===== src/rtl/aau_pkg.sv =====
package aau_pkg;

    localparam int unsigned AAU_W     = 16;
    localparam int unsigned AAU_IMM_W = 8;

    typedef enum logic [2:0] {
        AOP_PAIR_ADD = 3'd0,
        AOP_DISP_ADD = 3'd1,
        AOP_INC      = 3'd2,
        AOP_DEC      = 3'd3,
        AOP_PTR_INC  = 3'd4,
        AOP_PTR_DEC  = 3'd5,
        AOP_PAGE_IMM = 3'd6,
        AOP_PAGE_REG = 3'd7
    } aau_op_e;

    typedef struct packed {
        logic z;
        logic n;
        logic h;
        logic c;
    } aau_flags_t;

    function automatic logic is_step_op(aau_op_e op);
        return (op == AOP_INC) || (op == AOP_DEC) ||
               (op == AOP_PTR_INC) || (op == AOP_PTR_DEC);
    endfunction

    function automatic logic is_down_op(aau_op_e op);
        return (op == AOP_DEC) || (op == AOP_PTR_DEC);
    endfunction

endpackage


===== src/rtl/aau_pair_add.sv =====
module aau_pair_add #(
    parameter int unsigned W        = 16,
    parameter int unsigned HALF_BIT = 11
) (
    input  logic [W-1:0] a,
    input  logic [W-1:0] b,
    output logic [W-1:0] sum,
    output logic         half_c,
    output logic         full_c
);
    localparam int unsigned LOW_W = HALF_BIT + 1;

    logic [W:0]     wide;
    logic [LOW_W:0] low;

    always_comb begin
        wide   = {1'b0, a} + {1'b0, b};
        low    = {1'b0, a[LOW_W-1:0]} + {1'b0, b[LOW_W-1:0]};
        sum    = wide[W-1:0];
        full_c = wide[W];
        half_c = low[LOW_W];
    end
endmodule


===== src/rtl/aau_disp_add.sv =====
module aau_disp_add #(
    parameter int unsigned W     = 16,
    parameter int unsigned IMM_W = 8
) (
    input  logic [W-1:0]     base,
    input  logic [IMM_W-1:0] disp,
    output logic [W-1:0]     sum,
    output logic             half_c,
    output logic             byte_c
);
    localparam int unsigned NIB_W = IMM_W / 2;

    logic [W-1:0]     disp_ext;
    logic [IMM_W:0]   byte_sum;
    logic [NIB_W:0]   nib_sum;

    always_comb begin
        disp_ext = {{(W-IMM_W){disp[IMM_W-1]}}, disp};
        sum      = base + disp_ext;
        byte_sum = {1'b0, base[IMM_W-1:0]} + {1'b0, disp};
        nib_sum  = {1'b0, base[NIB_W-1:0]} + {1'b0, disp[NIB_W-1:0]};
        byte_c   = byte_sum[IMM_W];
        half_c   = nib_sum[NIB_W];
    end
endmodule


===== src/rtl/aau_step.sv =====
module aau_step #(
    parameter int unsigned W = 16
) (
    input  logic [W-1:0] base,
    input  logic         down,
    output logic [W-1:0] stepped
);
    always_comb begin
        if (down) stepped = base - W'(1);
        else      stepped = base + W'(1);
    end
endmodule


===== src/rtl/aau_hipage.sv =====
module aau_hipage #(
    parameter int unsigned W     = 16,
    parameter int unsigned IMM_W = 8
) (
    input  logic [IMM_W-1:0] offset,
    output logic [W-1:0]     page_addr
);
    localparam logic [W-IMM_W-1:0] PAGE_HI = '1;

    assign page_addr = {PAGE_HI, offset};
endmodule


===== src/rtl/addr_arith_unit.sv =====
module addr_arith_unit
    import aau_pkg::*;
#(
    parameter int unsigned W     = AAU_W,
    parameter int unsigned IMM_W = AAU_IMM_W
) (
    input  logic             clk,
    input  logic             rst,
    input  logic             op_valid,
    input  logic [2:0]       op_sel,
    input  logic [W-1:0]     opnd_a,
    input  logic [W-1:0]     opnd_b,
    input  logic [IMM_W-1:0] imm8,
    input  logic [3:0]       flags_in,
    output logic             res_valid,
    output logic [W-1:0]     result,
    output logic [W-1:0]     addr,
    output logic [3:0]       flags_out
);
    localparam int unsigned HALF_BIT = W - 5;

    aau_op_e    op;
    aau_flags_t fl_in;
    aau_flags_t fl_nxt;
    logic [W-1:0] res_nxt;
    logic [W-1:0] addr_nxt;

    logic [W-1:0] pair_sum;
    logic         pair_h;
    logic         pair_c;
    logic [W-1:0] disp_sum;
    logic         disp_h;
    logic         disp_c;
    logic [W-1:0] step_val;
    logic [IMM_W-1:0] page_off;
    logic [W-1:0] page_val;

    assign op    = aau_op_e'(op_sel);
    assign fl_in = aau_flags_t'(flags_in);

    aau_pair_add #(.W(W), .HALF_BIT(HALF_BIT)) u_pair (
        .a      (opnd_a),
        .b      (opnd_b),
        .sum    (pair_sum),
        .half_c (pair_h),
        .full_c (pair_c)
    );

    aau_disp_add #(.W(W), .IMM_W(IMM_W)) u_disp (
        .base   (opnd_a),
        .disp   (imm8),
        .sum    (disp_sum),
        .half_c (disp_h),
        .byte_c (disp_c)
    );

    aau_step #(.W(W)) u_step (
        .base    (opnd_a),
        .down    (is_down_op(op)),
        .stepped (step_val)
    );

    assign page_off = (op == AOP_PAGE_REG) ? opnd_b[IMM_W-1:0] : imm8;

    aau_hipage #(.W(W), .IMM_W(IMM_W)) u_page (
        .offset    (page_off),
        .page_addr (page_val)
    );

    always_comb begin
        res_nxt  = opnd_a;
        addr_nxt = opnd_a;
        fl_nxt   = fl_in;
        unique case (op)
            AOP_PAIR_ADD: begin
                res_nxt  = pair_sum;
                fl_nxt.n = 1'b0;
                fl_nxt.h = pair_h;
                fl_nxt.c = pair_c;
            end
            AOP_DISP_ADD: begin
                res_nxt  = disp_sum;
                fl_nxt.z = 1'b0;
                fl_nxt.n = 1'b0;
                fl_nxt.h = disp_h;
                fl_nxt.c = disp_c;
            end
            AOP_PAGE_IMM, AOP_PAGE_REG: begin
                res_nxt  = page_val;
                addr_nxt = page_val;
            end
            default: begin
                if (is_step_op(op)) res_nxt = step_val;
            end
        endcase
    end

    always_ff @(posedge clk) begin
        if (rst) begin
            res_valid <= 1'b0;
            result    <= '0;
            addr      <= '0;
            flags_out <= '0;
        end else begin
            res_valid <= op_valid;
            if (op_valid) begin
                result    <= res_nxt;
                addr      <= addr_nxt;
                flags_out <= fl_nxt;
            end
        end
    end
endmodule


===== config.mk =====
export PLATFORM = sky130hd
export DESIGN_NAME = addr_arith_unit
export DESIGN_NICKNAME = d
export VERILOG_FILES = /design/src/rtl/aau_pkg.sv /design/src/rtl/aau_pair_add.sv /design/src/rtl/aau_disp_add.sv /design/src/rtl/aau_step.sv /design/src/rtl/aau_hipage.sv /design/src/rtl/addr_arith_unit.sv
export SDC_FILE = /design/constraint.sdc
export NUM_CORES = 1
export LEC_CHECK = 0
export BUFFER_PORTS_ARGS = -buffer_cell sky130_fd_sc_hd__clkbuf_2
export CORE_ASPECT_RATIO = 0.6
export CORE_MARGIN = 5
export CORE_UTILIZATION = 57
export DETAILED_ROUTE_END_ITERATION = 6
export PLACE_DENSITY_LB_ADDON = 0.05
export SLEW_MARGIN = 20
export SYNTH_ARGS = -nofsm -noshare
export SYNTH_HDL_FRONTEND = slang
export SYNTH_HIERARCHICAL = 1
export SYNTH_SLANG_ARGS = --single-unit

===== constraint.sdc =====
create_clock -name clk -period 5.35 [get_ports clk]
set_input_delay 1.3375 -clock clk [delete_from_list [all_inputs] [get_ports clk]]
set_output_delay 1.3375 -clock clk [all_outputs]
set_load 0.01 [all_outputs]

==> results of run 1 <==
==> synthesized netlist by cell type (4+ instances only) <==
master / n / area (um2)
xnor2_1: 20 / 175.2
clkbuf_1: 18 / 67.56
nor2b_1: 6 / 37.54
inv_1: 9 / 33.78
o211ai_1: 7 / 52.55
a21oi_1: 39 / 195.2
o21bai_1: 6 / 45.04
o21ai_1: 5 / 25.02
buf_2: 8 / 40.04
dfxtp_1: 37 / 740.7
buf_4: 16 / 120.1
mux2_2: 10 / 112.6
and2_1: 16 / 100.1
a211o_1: 4 / 35.03
nand2_1: 53 / 198.9
a311oi_1: 17 / 148.9
nand2b_1: 7 / 43.79
nor3_1: 4 / 20.02
nand3_1: 32 / 160.2
xor2_1: 18 / 157.7
a211oi_1: 19 / 142.6
ha_1: 45 / 563.0
a21oi_2: 7 / 61.31
nor2_1: 31 / 116.4
a21o_1: 14 / 105.1
and3_1: 6 / 37.54
o21ai_0: 12 / 60.06
o22ai_1: 16 / 100.1
o31ai_1: 16 / 120.1
==> area by class of cell <==
type / count / area, um2
Multi-Input combinational cell: 467 / 3392
Fill cell: 658 / 2472
Sequential cell: 37 / 740.7
Timing Repair Buffer: 91 / 467.9
Tap cell: 104 / 130.1
Clock buffer: 6 / 128.9
Inverter: 12 / 45.04
Clock inverter: 2 / 10.01
==> kinds of logic after synthesis <==
logic type | Yosys count | synth area share
compound gates | 187 | 0.3123
simple gates | 173 | 0.1989
buf+inv | 57 | 0.06950
fa+ha+maj | 48 | 0.1413
xor+xnor | 39 | 0.07915
flops | 37 | 0.1679
mux | 12 | 0.03007
other cells | 1 | 0.0008502
==> flip-flops by register name, summed over array words and instances (netlist names) <==
name	flops
flags_out	4
res_valid	1
addr	16
result	16
==> metrics by stage <==
stage / setup WS [ps] / total power, mW
6_report: 1210 / 1.116
5_1_grt: 968.5 / 1.183
4_1_cts: 1257 / 1.109
3_5_place_dp: 971.2 / 0.8239
3_3_place_gp: 956.1 / 0.8106
2_1_floorplan: 1122 / 0.6923
==> per-layer routing <==
| metal | vias up | track usage |
|---|---|---|
| met4 | 0 | 0.05193 |
| met1 | 2085 | 0.4210 |
| met3 | 10 | 0.07328 |
| met2 | 227 | 0.3962 |
| li1 | 2180 | - |
| met5 | - | 0 |
==> final timing paths <==
check	end	slack (ps)	cells past startpoint
worst max-delay path	result[12]	1210	11
worst max register to register	addr[13]	4580	2
worst min-delay path	result[2]	450	2
worst min register to register	result[2]	450	2
==> worst max-delay path: cells and delay by family <==
kind	cells	cell delay, ps
buf+inv	2	460
simple gates	2	790
compound gates	5	1130
xor+xnor	1	160
fa+ha+maj	1	450
==> power by group through the flow <==
stage / clock, mW / combinational, mW / sequential (mW)
2_1_floorplan: 0 / 0.363 / 0.330
3_3_place_gp: 0 / 0.492 / 0.319
3_5_place_dp: 0 / 0.504 / 0.320
4_1_cts: 0.288 / 0.507 / 0.314
5_1_grt: 0.304 / 0.562 / 0.316
6_report: 0.284 / 0.519 / 0.313
==> out/summary.md, run 1 <==
Among all flip-flop cells after synthesis, the most frequent one is dfxtp_1. The routed design could run at a clock period as short as 4140 ps. For this run, the detailed router's first-pass iteration total came to 5. At the end of routability-driven placement, the weighted congestion stood at 0.9481.

The internal power of the cells totals 0.6845 mW. Proportion of register bits with asynchronous set or reset after synthesis: 0. The finished layout holds 719 standard cells, fillers aside. The slowest stage cell on the critical path was nor2_1. For the area of placed instances, the log shows 4773 um2. After synthesis, the mean cell area works out to 7.961 um2. The share of the core filled with cells is 0.6653, and the gate count after technology mapping is 554. For the final routed database, the setup TNS stands at 0 ps.

For the pin with the worst max-slew slack, the measured transition is 993.6 ps. The die is 78.14 um tall. In this run, synthesis inferred 0 flip-flops with an integrated enable. The clock drives 37 sinks.

The share of cells above drive strength 1 is 0.2276, and the netlist area before placement is 4410 um2. The global-route wire length before repair is 21,230 um. Traced cell by cell, the critical path runs through clkbuf_2, clkinv_1, nor2_1, ha_1, a21o_1, a311oi_2, nor3_1, o41ai_2, xnor2_1, o22ai_1, o31ai_1. The number of port buffers is 86, and the worst slew margin relative to its limit is 0.3360. Of all nets on the critical path, the largest fanout is 20. No sink is reached through more buffers than the 2 on the longest clock path. The worst-skew pair later-pin latency is 280 ps. The number of slew-limit violations in the final report was 0. Dividing the detail-routed wire length by the instance count gives 19.02 um. The clock tree synthesis step divided the H-tree into 2 levels. For the violation count after the first detailed-routing iteration, the log shows 480. The startpoint identified for the worst register-to-register timing path is addr[13]. The die outline width was 123.6 um.

Met1 wire length: 6375 um. The cell at the root of the clock tree is clkbuf_16. Worst supply voltage drop on vdd: 122.4 uV. Hold path startpoint: result[2]. The logs give 6 for the yosys synthesis warning count and 7387 um2 for the area of the core region.

The total CTS buffers is 5. After clock tree synthesis, the setup repair step added 0 buffers. Summed over all cells, the static leakage comes to 2.197 nW.

Setup repair after global routing left no endpoint under its margin. For this design, the CTS-stage hold fixing added 0 buffers. The switching share of power came out at 0.3866. The critical path starts at op_sel[0]. Compared with the post-synthesis result, the final layout area differs by 11.43%. Setup violations remaining at the end of the flow were counted as 0.

Pin count of the biggest net entering global routing: 43. Pin placement for this block handled 87 I/O pins. Clock-pin slew was measured on the worst setup and hold paths at 60 ps. The power density relative to cell area was 227.1 nW/um2; the data required time of the worst path was 5540 ps. The sequential element share of the synthesized area is 0.1679. The worst setup path is launched from an input port.

For the final database, setup skew stands at 0 ps. The area of the die is 9654 um2, and the total length of routed wires is 13,680 um. For the final net count, the log shows 712. TritonCTS built the clock tree. Once detailed placement completed, the half-perimeter wirelength came to 11,050 um.

The run gives 0.281 as the part of the power in registers. The library cells used most frequently in the layout, excluding fill and tap cells, are 86 x clkbuf_2, 53 x nand2_1, 45 x ha_1. The number of antenna diodes in the final layout is 0.

The arrival time at the worst endpoint was 4330 ps. The wire length on met2 is 5513 um. Type of the tightest min-delay check: flop to flop. The run gives 0.2787 as the global-route usage over all layers. The net switching power was 0.4315 mW; the count of endpoints failing hold in the final timing report was 0. After detailed routing, the number of remaining DRC violations is 0.

Across the run, the number of max-cap violations was 0. After synthesis the netlist holds a flip-flop and latch count of 37. Effective utilization at floorplan: 0.5971.

Timing would allow up to 241.6 MHz. The clock power share came out at 0.254. The largest single stage delay on the critical path is 670 ps.

The post-cts repair resize count was 0. The flow ran to the end, and the final reports show no timing, DRC or antenna violations. Once placement completed, the tool counted placed cells totaling 711.

Count of different cell masters after synthesis: 72. The leading cell type in the layout, fill and taps excluded is clkbuf_2. Across all hold checks on the routed design, the worst slack comes to 454.6 ps. After detailed routing, the number of vias per cell comes to 6.261. The uppermost signal routing layer after detailed routing was met4. Once detail routing completed, the nets flagged for antenna violations numbered 0.

Start-to-end type of the worst setup path: input port to flop. After floorplanning, the core was divided into 24 placement rows. The number of antenna violations at the first check in global routing came out at 0.

The combinational share of power is 0.465. The via total after detailed routing came out at 4,502. The ratio of final minimum period to clock period is 0.7738, and the number of global-route vias before repair is 4,072.

Once layout is done, the placed cells without fillers occupy 4915 um2. In the detailed route, the total length drawn on met3 is 1683 um. The worst setup path is captured at a flop. Summed over all layers, the global routing overflow is 0.
Power figures use the tool's default switching activity.
==> run 2: changes to the inputs <==
==> constraint.sdc (replaced) <==
create_clock -name clk -period 4.2 [get_ports clk]
set_input_delay 1.05 -clock clk [delete_from_list [all_inputs] [get_ports clk]]
set_output_delay 1.05 -clock clk [all_outputs]
set_load 0.01 [all_outputs]
==> run 2 against run 1 <==
Non-clock buffer count up 4; global-route usage down 0.28 points; largest power group unchanged; wire length down 1.4%; critical path type unchanged; worst setup slack worse by 450 ps; core utilization up 0.88 points; clock skew unchanged.
==> out/summary.md, run 2 (synthesized netlist as in run 1, its figures left out) <==
The flow ran to the end, and the final reports show no timing, DRC or antenna violations. The clock-pin slew of the registers on the worst-case setup and hold paths is 60 ps (about the same), and the worst supply voltage drop on vdd is 161.2 uV (+32%). The count of fill cells added during filler insertion was 638 (-3.0%). Post-cts repair resize count: 0 (unchanged). For the net switching power, the log shows 0.5515 mW (+28%). The tools report the number of buffers inserted by hold repair at cts as 0 (unchanged). The tightest min-delay check is of the flop to flop type. The number of remaining DRC errors is 0 (unchanged), and the switching share of power is 0.3666 (-0.02007). The placement row count was 24 (unchanged); the number of top-level pins was 87 (unchanged). The post-detailed-placement half-perimeter wirelength came out at 10,740 um (-2.8%). The combinational share of power was 0.440 (-0.025). The tools report the effective utilization at floorplan as 0.5971 (unchanged). The global-route usage over all layers is 0.2759 (-0.002795), and the arrival time at the worst endpoint is 3580 ps (-750 ps). TritonCTS built the clock tree. The peak fanout along the critical path is 7 (-65%). The logs give 0 (unchanged) for the number of buffers inserted by post-CTS setup repair and 0 ps (unchanged) for the final total negative setup slack. In this run the clock root is driven by a clkbuf_16.

The share of cells above drive strength 1 works out to 0.2326 (+0.004991). The worst setup path is captured at a flop. The tools report the TritonCTS sink count as 37 (unchanged).

The setup clock skew after layout came out at 0 ps (unchanged). The hold-critical path depth was 2 (unchanged); the number of global-route vias before repair was 3,999 (-1.8%). The logs give 0 (unchanged) for the number of antenna violations at the first check in global routing and 0 (unchanged) for the total grt overflow. The power density relative to cell area was 302.1 nW/um2 (+33%). The run gives 5 (unchanged) as the total CTS buffers. The violation count after the first detailed-routing iteration is 562 (+17%).

The data required time of the worst path was 4340 ps (-1200 ps); the pin slew with the least headroom to its limit was 990.6 ps (-2.934 ps). The final hold slack is 453.3 ps (-1.291 ps), and the die outline width is 123.6 um (unchanged). The final net count came out at 716 (+0.56%). The library cell used most frequently in the layout, excluding fill and tap cells, is clkbuf_2. The logic depth of the worst register-to-register path was 2 (unchanged). The tools report the hold path startpoint as result[3].

The path with the worst hold slack has its endpoint at result[3]. Count of endpoints failing hold in the final timing report: 0 (unchanged). The run gives 0 (unchanged) as the max-capacitance violation count.

The area added between synthesis and finish is 12.91%, and the number of nets with antenna violations after routing is 0 (unchanged). The critical path is of the input port to flop type. The tools report the number of buffers between clock root and the deepest sink as 2 (unchanged).

The internal power component is 0.9530 mW (+39%), and the die outline height is 78.14 um (unchanged). The last weighted congestion value of the routability-driven placer came out at 0.9816 (+3.5%). The endpoint identified for the worst register-to-register timing path is addr[2]. Setup repair after global routing left no endpoint under its margin. Number of port buffers: 86 (unchanged). The via total after detailed routing was 4,457 (-1.0%). In this run the critical register-to-register path is launched from addr[2]. The largest registers in the layout are addr (16), result (16), flags_out (4).

For the leakage power total, the log shows 2.229 nW (+1.5%). The area of the core region was 7387 um2 (unchanged). The tools report the number of slew-limit violations in the final report as 0 (unchanged).

The area of the die is 9654 um2 (unchanged), and the number of H-tree levels is 2 (unchanged). The detailed-route wire length per cell was 18.66 um (-1.9%); the number of antenna diodes was 0 (unchanged). The ratio of final minimum period to clock period is 0.8201, and the worst-skew pair later-pin latency is 280 ps (about the same).

In the layout the commonest cells are 86 x clkbuf_2, 53 x nand2_1, 45 x ha_1. The clock power share came out at 0.294 (+0.040). The total length of routed wires is 13,490 um (-1.4%), and the maximum achievable frequency is 290.3 MHz. The part of the power in registers was 0.266 (-0.015); the count of endpoints failing setup in the final report was 0 (unchanged).

The worst slew margin relative to its limit came out at 0.3380 (+0.001960). The register-to-register setup slack is 3440 ps (-1140 ps), and the time the final worst path needs with I/O delays and setup is 3444 ps. The pin count of the biggest net entering global routing came out at 42 (-2.3%). Global-route wire length before repair: 21,090 um (-0.65%). The average vias per placed instance is 6.165 (-1.5%). The worst setup path is launched from an input port. For the number of detailed-routing iterations run before antenna repair, the log shows 5 (unchanged).
-- run 2: cell types whose count changed in the layout (fill, tap and decap cells not counted), sizes merged --
cell	delta
bufinv	+1
clkinv	-2
buf	+4
clkinvlp	+1
-- run 2: worst max path at each step --
stage               slack [ps]  cells past startpoint       from          to
finish                     760                     11  opnd_a[4]  result[13]
global route               570                     13  op_sel[2]  result[15]
CTS                        790                     12  opnd_a[0]  result[14]
detailed placement         510                     12  opnd_a[0]  result[14]
global placement           540                     11  opnd_a[4]  result[13]
floorplan                  260                     12  op_sel[2]  result[12]
-- run 2: worst max-delay path, cell delays in order --
cell	delay, ps
clkbuf_2	160
ha_1	430
a21oi_2	190
o21ai_1	100
a21oi_2	210
o21ai_2	160
and4b_1	230
or4_1	510
and2_1	170
a211oi_1	250
o31ai_1	110
-- run 2: layer usage --
metal / vias up / track usage / part of all wire
met5: - / 0 / 0
met4: 0 / 0.04751 / 0.0062
met3: 9 / 0.06178 / 0.12
met2: 257 / 0.3767 / 0.39
met1: 2010 / 0.4371 / 0.48
li1: 2181 / - / -
-- run 2: power groups by stage --
stage	registers [mW]	clock network [mW]	logic, mW
floorplan	0.420	0	0.462
global placement	0.407	0	0.629
detailed placement	0.408	0	0.642
CTS	0.400	0.448	0.647
global route	0.403	0.467	0.721
finish	0.400	0.443	0.662
-- run 2: through the flow --
| step | utilization | area (um2) | power, mW | instances | worst slack (ps) |
|---|---|---|---|---|---|
| floorplan | - | 4437 | 0.8819 | 561 | 259.6 |
| global placement | 0.6502 | 4803 | 1.036 | 715 | 538.3 |
| detailed placement | 0.6502 | 4803 | 1.049 | 715 | 505.7 |
| CTS | 0.6741 | 4980 | 1.495 | 723 | 788.2 |
| global route | 0.6741 | 4980 | 1.591 | 723 | 570.0 |
| finish | 0.6741 | 4980 | 1.505 | 723 | 755.6 |
-- run 2: cell type report --
cell class                      instances  area (um2)  area share
Clock buffer                            6       138.9     0.02789
Timing Repair Buffer                   95       498.0      0.1000
Multi-Input combinational cell        467        3390      0.6807
Clock inverter                          2       37.54    0.007538
Tap cell                              104       130.1     0.02613
Sequential cell                        37       740.7      0.1487
Inverter                               12       45.04    0.009045
==> run 3: changes to the inputs <==
==> constraint.sdc (replaced) <==
create_clock -name clk -period 3.42 [get_ports clk]
set_input_delay 0.855 -clock clk [delete_from_list [all_inputs] [get_ports clk]]
set_output_delay 0.855 -clock clk [all_outputs]
set_load 0.01 [all_outputs]
==> run 3 against run 2 <==
Clock skew is the same; critical path depth grew 1; first-iteration DRC count shrank 28%; die area is the same; worst setup slack lost 510 ps; worst hold slack is essentially flat; critical endpoint is now result[14]; largest cell class unchanged; largest power group unchanged; highest routed layer unchanged.
==> out/summary.md, run 3 (synthesized netlist as in run 1, its figures left out) <==
The run finished with clean final reports. The effective utilization at floorplan was 0.5971 (unchanged); the number of antenna violations at the first check in global routing was 0 (unchanged). Number of slew-limit violations in the final report: 0 (unchanged). The logs give 0.6662 mW (+21%) for the net switching power and 0.4630 (+0.1250) for the worst slew margin relative to its limit. The clock-pin slew of the registers on the worst-case setup and hold paths came out at 60 ps (about the same). The tools report the placement row count as 24 (unchanged).

The logs give 9654 um2 (unchanged) for the area of the die and 10,840 um (+0.95%) for the post-detailed-placement half-perimeter wirelength. For the arrival time at the worst endpoint, the log shows 3310 ps (-270 ps). The run gives 5 (unchanged) as the total CTS buffers. The area of placed instances is 4863 um2 (+1.3%). Clock tree synthesis selected as its root buffer the cell clkbuf_16. The die outline width works out to 123.6 um (unchanged). The number of buffers between clock root and the deepest sink is 2 (unchanged).

The maximum achievable frequency is 315.3 MHz. Walking the worst path, the cells encountered are clkbuf_2, ha_1, fa_1, a21o_1, a311o_2, nand3_1, a21boi_1, a221oi_2, xnor2_1, and2_1, a211oi_1, o31ai_1. For the max-capacitance violation count, the log shows 0 (unchanged).

The via total after detailed routing is 4,492 (+0.79%), and the number of detailed-routing iterations run before antenna repair is 4 (-1). Start-to-end type of the worst setup path: input port to flop. The clock power share is 0.251 (-0.043).

Number of H-tree levels: 2 (unchanged). The worst-skew pair later-pin latency was 280 ps (about the same). The register-to-register setup slack is 2640 ps (-800 ps), and the average vias per placed instance is 6.153 (-0.18%). The tools report the total grt overflow as 0 (unchanged). The combinational share of power was 0.469 (+0.029).

The delay of the slowest cell on the worst path works out to 420 ps (-90 ps). The logic depth of the worst register-to-register path was 2 (unchanged); the time the final worst path needs with I/O delays and setup was 3172 ps. In the final layout, the registers with the most flip-flops are addr (16), result (16), flags_out (4). The final net count was 723 (+0.98%); the number of antenna diodes was 0 (unchanged). STA classifies the critical path startpoint as an input port. Part of the power in registers: 0.281 (+0.015). The endpoint identified for the worst register-to-register timing path is addr[0].

The TritonCTS sink count came out at 37 (unchanged). In this design, the largest share of critical-path delay is due to compound AO/OA/AOI/OAI gates. The logs give 7387 um2 (unchanged) for the area of the core region and 1.074 (+9.4%) for the last weighted congestion value of the routability-driven placer.

The pin count of the biggest net entering global routing was 28 (-33%); the post-cts repair resize count was 0 (unchanged). Power density relative to cell area: 349.2 nW/um2 (+16%). The number of buffers and inverters on the critical path is 1 (unchanged), and the hold-critical path depth is 2 (unchanged).

For the number of nets with antenna violations after routing, the log shows 0 (unchanged). Number of port buffers: 86 (unchanged). The number of remaining DRC errors is 0 (unchanged), and the number of global-route vias before repair is 4,134 (+3.4%). STA classifies the critical path endpoint as a flop.

The share of cells above drive strength 1 came out at 0.2428 (+0.01018). TritonCTS built the clock tree. The global-route usage over all layers is 0.2735 (-0.002410). The tools report the count of endpoints failing setup in the final report as 0 (unchanged). The switching share of power was 0.3811 (+0.01457); the leakage power total was 2.250 nW (+0.94%). The top cell types in the final layout, fill and taps aside, are 86 x clkbuf_2, 53 x nand2_1, 45 x ha_1. The leading cell type in the layout, fill and taps excluded was clkbuf_2. The number of top-level pins was 87 (unchanged); the peak fanout along the critical path was 3 (-4). Slowest stage cell on the critical path: fa_1. The tools report the violation count after the first detailed-routing iteration as 402 (-28%). For the count of endpoints failing hold in the final timing report, the log shows 0 (unchanged). The die outline height is 78.14 um (unchanged). Final total negative setup slack: 0 ps (unchanged). The startpoint identified for the worst register-to-register timing path is addr[0]. In this run the most critical hold path is launched from result[0]. Compared with the post-synthesis result, the final layout area differs by 13.48%. The number of buffers inserted by post-CTS setup repair was 0 (unchanged).

The total length of routed wires came out at 13,250 um (-1.7%). Setup repair after global routing left no endpoint under its margin. The post-route standard cell area excluding fillers was 5005 um2 (+0.50%); the detailed-route wire length per cell was 18.15 um (-2.7%). Setup clock skew after layout: 0 ps (unchanged).

Ratio of final minimum period to clock period: 0.9274. The tools report the number of buffers inserted by hold repair at cts as 0 (unchanged). The type of the tightest min-delay check is flop to flop. The tools report the global-route wire length before repair as 20,980 um (-0.55%). For hold timing, the worst endpoint is result[0]. Internal power component: 1.082 mW (+13%). The pin slew with the least headroom to its limit was 805.5 ps (-185.1 ps); the worst supply voltage drop on vdd was 187.0 uV (+16%).

The data required time of the worst path was 3560 ps (-780 ps).
run 3: stage by stage:
stage          setup WS, ps  utilization  hold WS, ps  power, mW  cells
6_report              248.2       0.6775        453.4      1.748    730
5_1_grt               110.2       0.6775        474.3      1.857    730
4_1_cts               282.7       0.6772        451.7      1.738    730
3_3_place_gp          82.60       0.6584        433.9      1.278    722
3_5_place_dp         -3.622       0.6584        439.7      1.299    722
2_1_floorplan         52.61            -        481.0      1.085    561
run 3: final cells by class:
class / count / area (um2)
Multi-Input combinational cell: 467 / 3400
Clock buffer: 6 / 128.9
Sequential cell: 37 / 740.7
Timing Repair Buffer: 102 / 550.5
Fill cell: 659 / 2382
Inverter: 12 / 45.04
Clock inverter: 2 / 10.01
Tap cell: 104 / 130.1
run 3: worst register-to-register path, cell delays in order, from the launching register on:
cell and delay (ps):
dfxtp_1 350, nor2_1 50, a311oi_1 280
run 3: worst max path at each step:
| stage | slack [ps] | depth (start not counted) | from | end |
|---|---|---|---|---|
| 2_1_floorplan | 50 | 12 | op_sel[2] | result[12] |
| 3_5_place_dp | -4 | 12 | opnd_a[0] | result[14] |
| 5_1_grt | 110 | 12 | opnd_a[0] | result[14] |
| 3_3_place_gp | 80 | 12 | opnd_a[0] | result[14] |
| 4_1_cts | 280 | 12 | opnd_a[0] | result[14] |
| 6_report | 250 | 12 | opnd_a[0] | result[14] |
run 3: power groups by stage:
stage | combinational (mW) | clock [mW] | sequential, mW
after detailed placement | 0.799 | 0 | 0.500
after CTS | 0.802 | 0.445 | 0.491
after global placement | 0.779 | 0 | 0.499
final | 0.819 | 0.438 | 0.491
after floorplan | 0.569 | 0 | 0.516
after global routing | 0.893 | 0.468 | 0.495
run 3: layer usage:
| layer | GRT usage | wire (um) | share of wire |
|---|---|---|---|
| met3 | 0.05819 | 1336 | 0.10 |
| met1 | 0.4315 | 6563 | 0.50 |
| met2 | 0.3789 | 5258 | 0.40 |
| met5 | 0 | 0 | 0 |
| met4 | 0.04530 | 95 | 0.0072 |
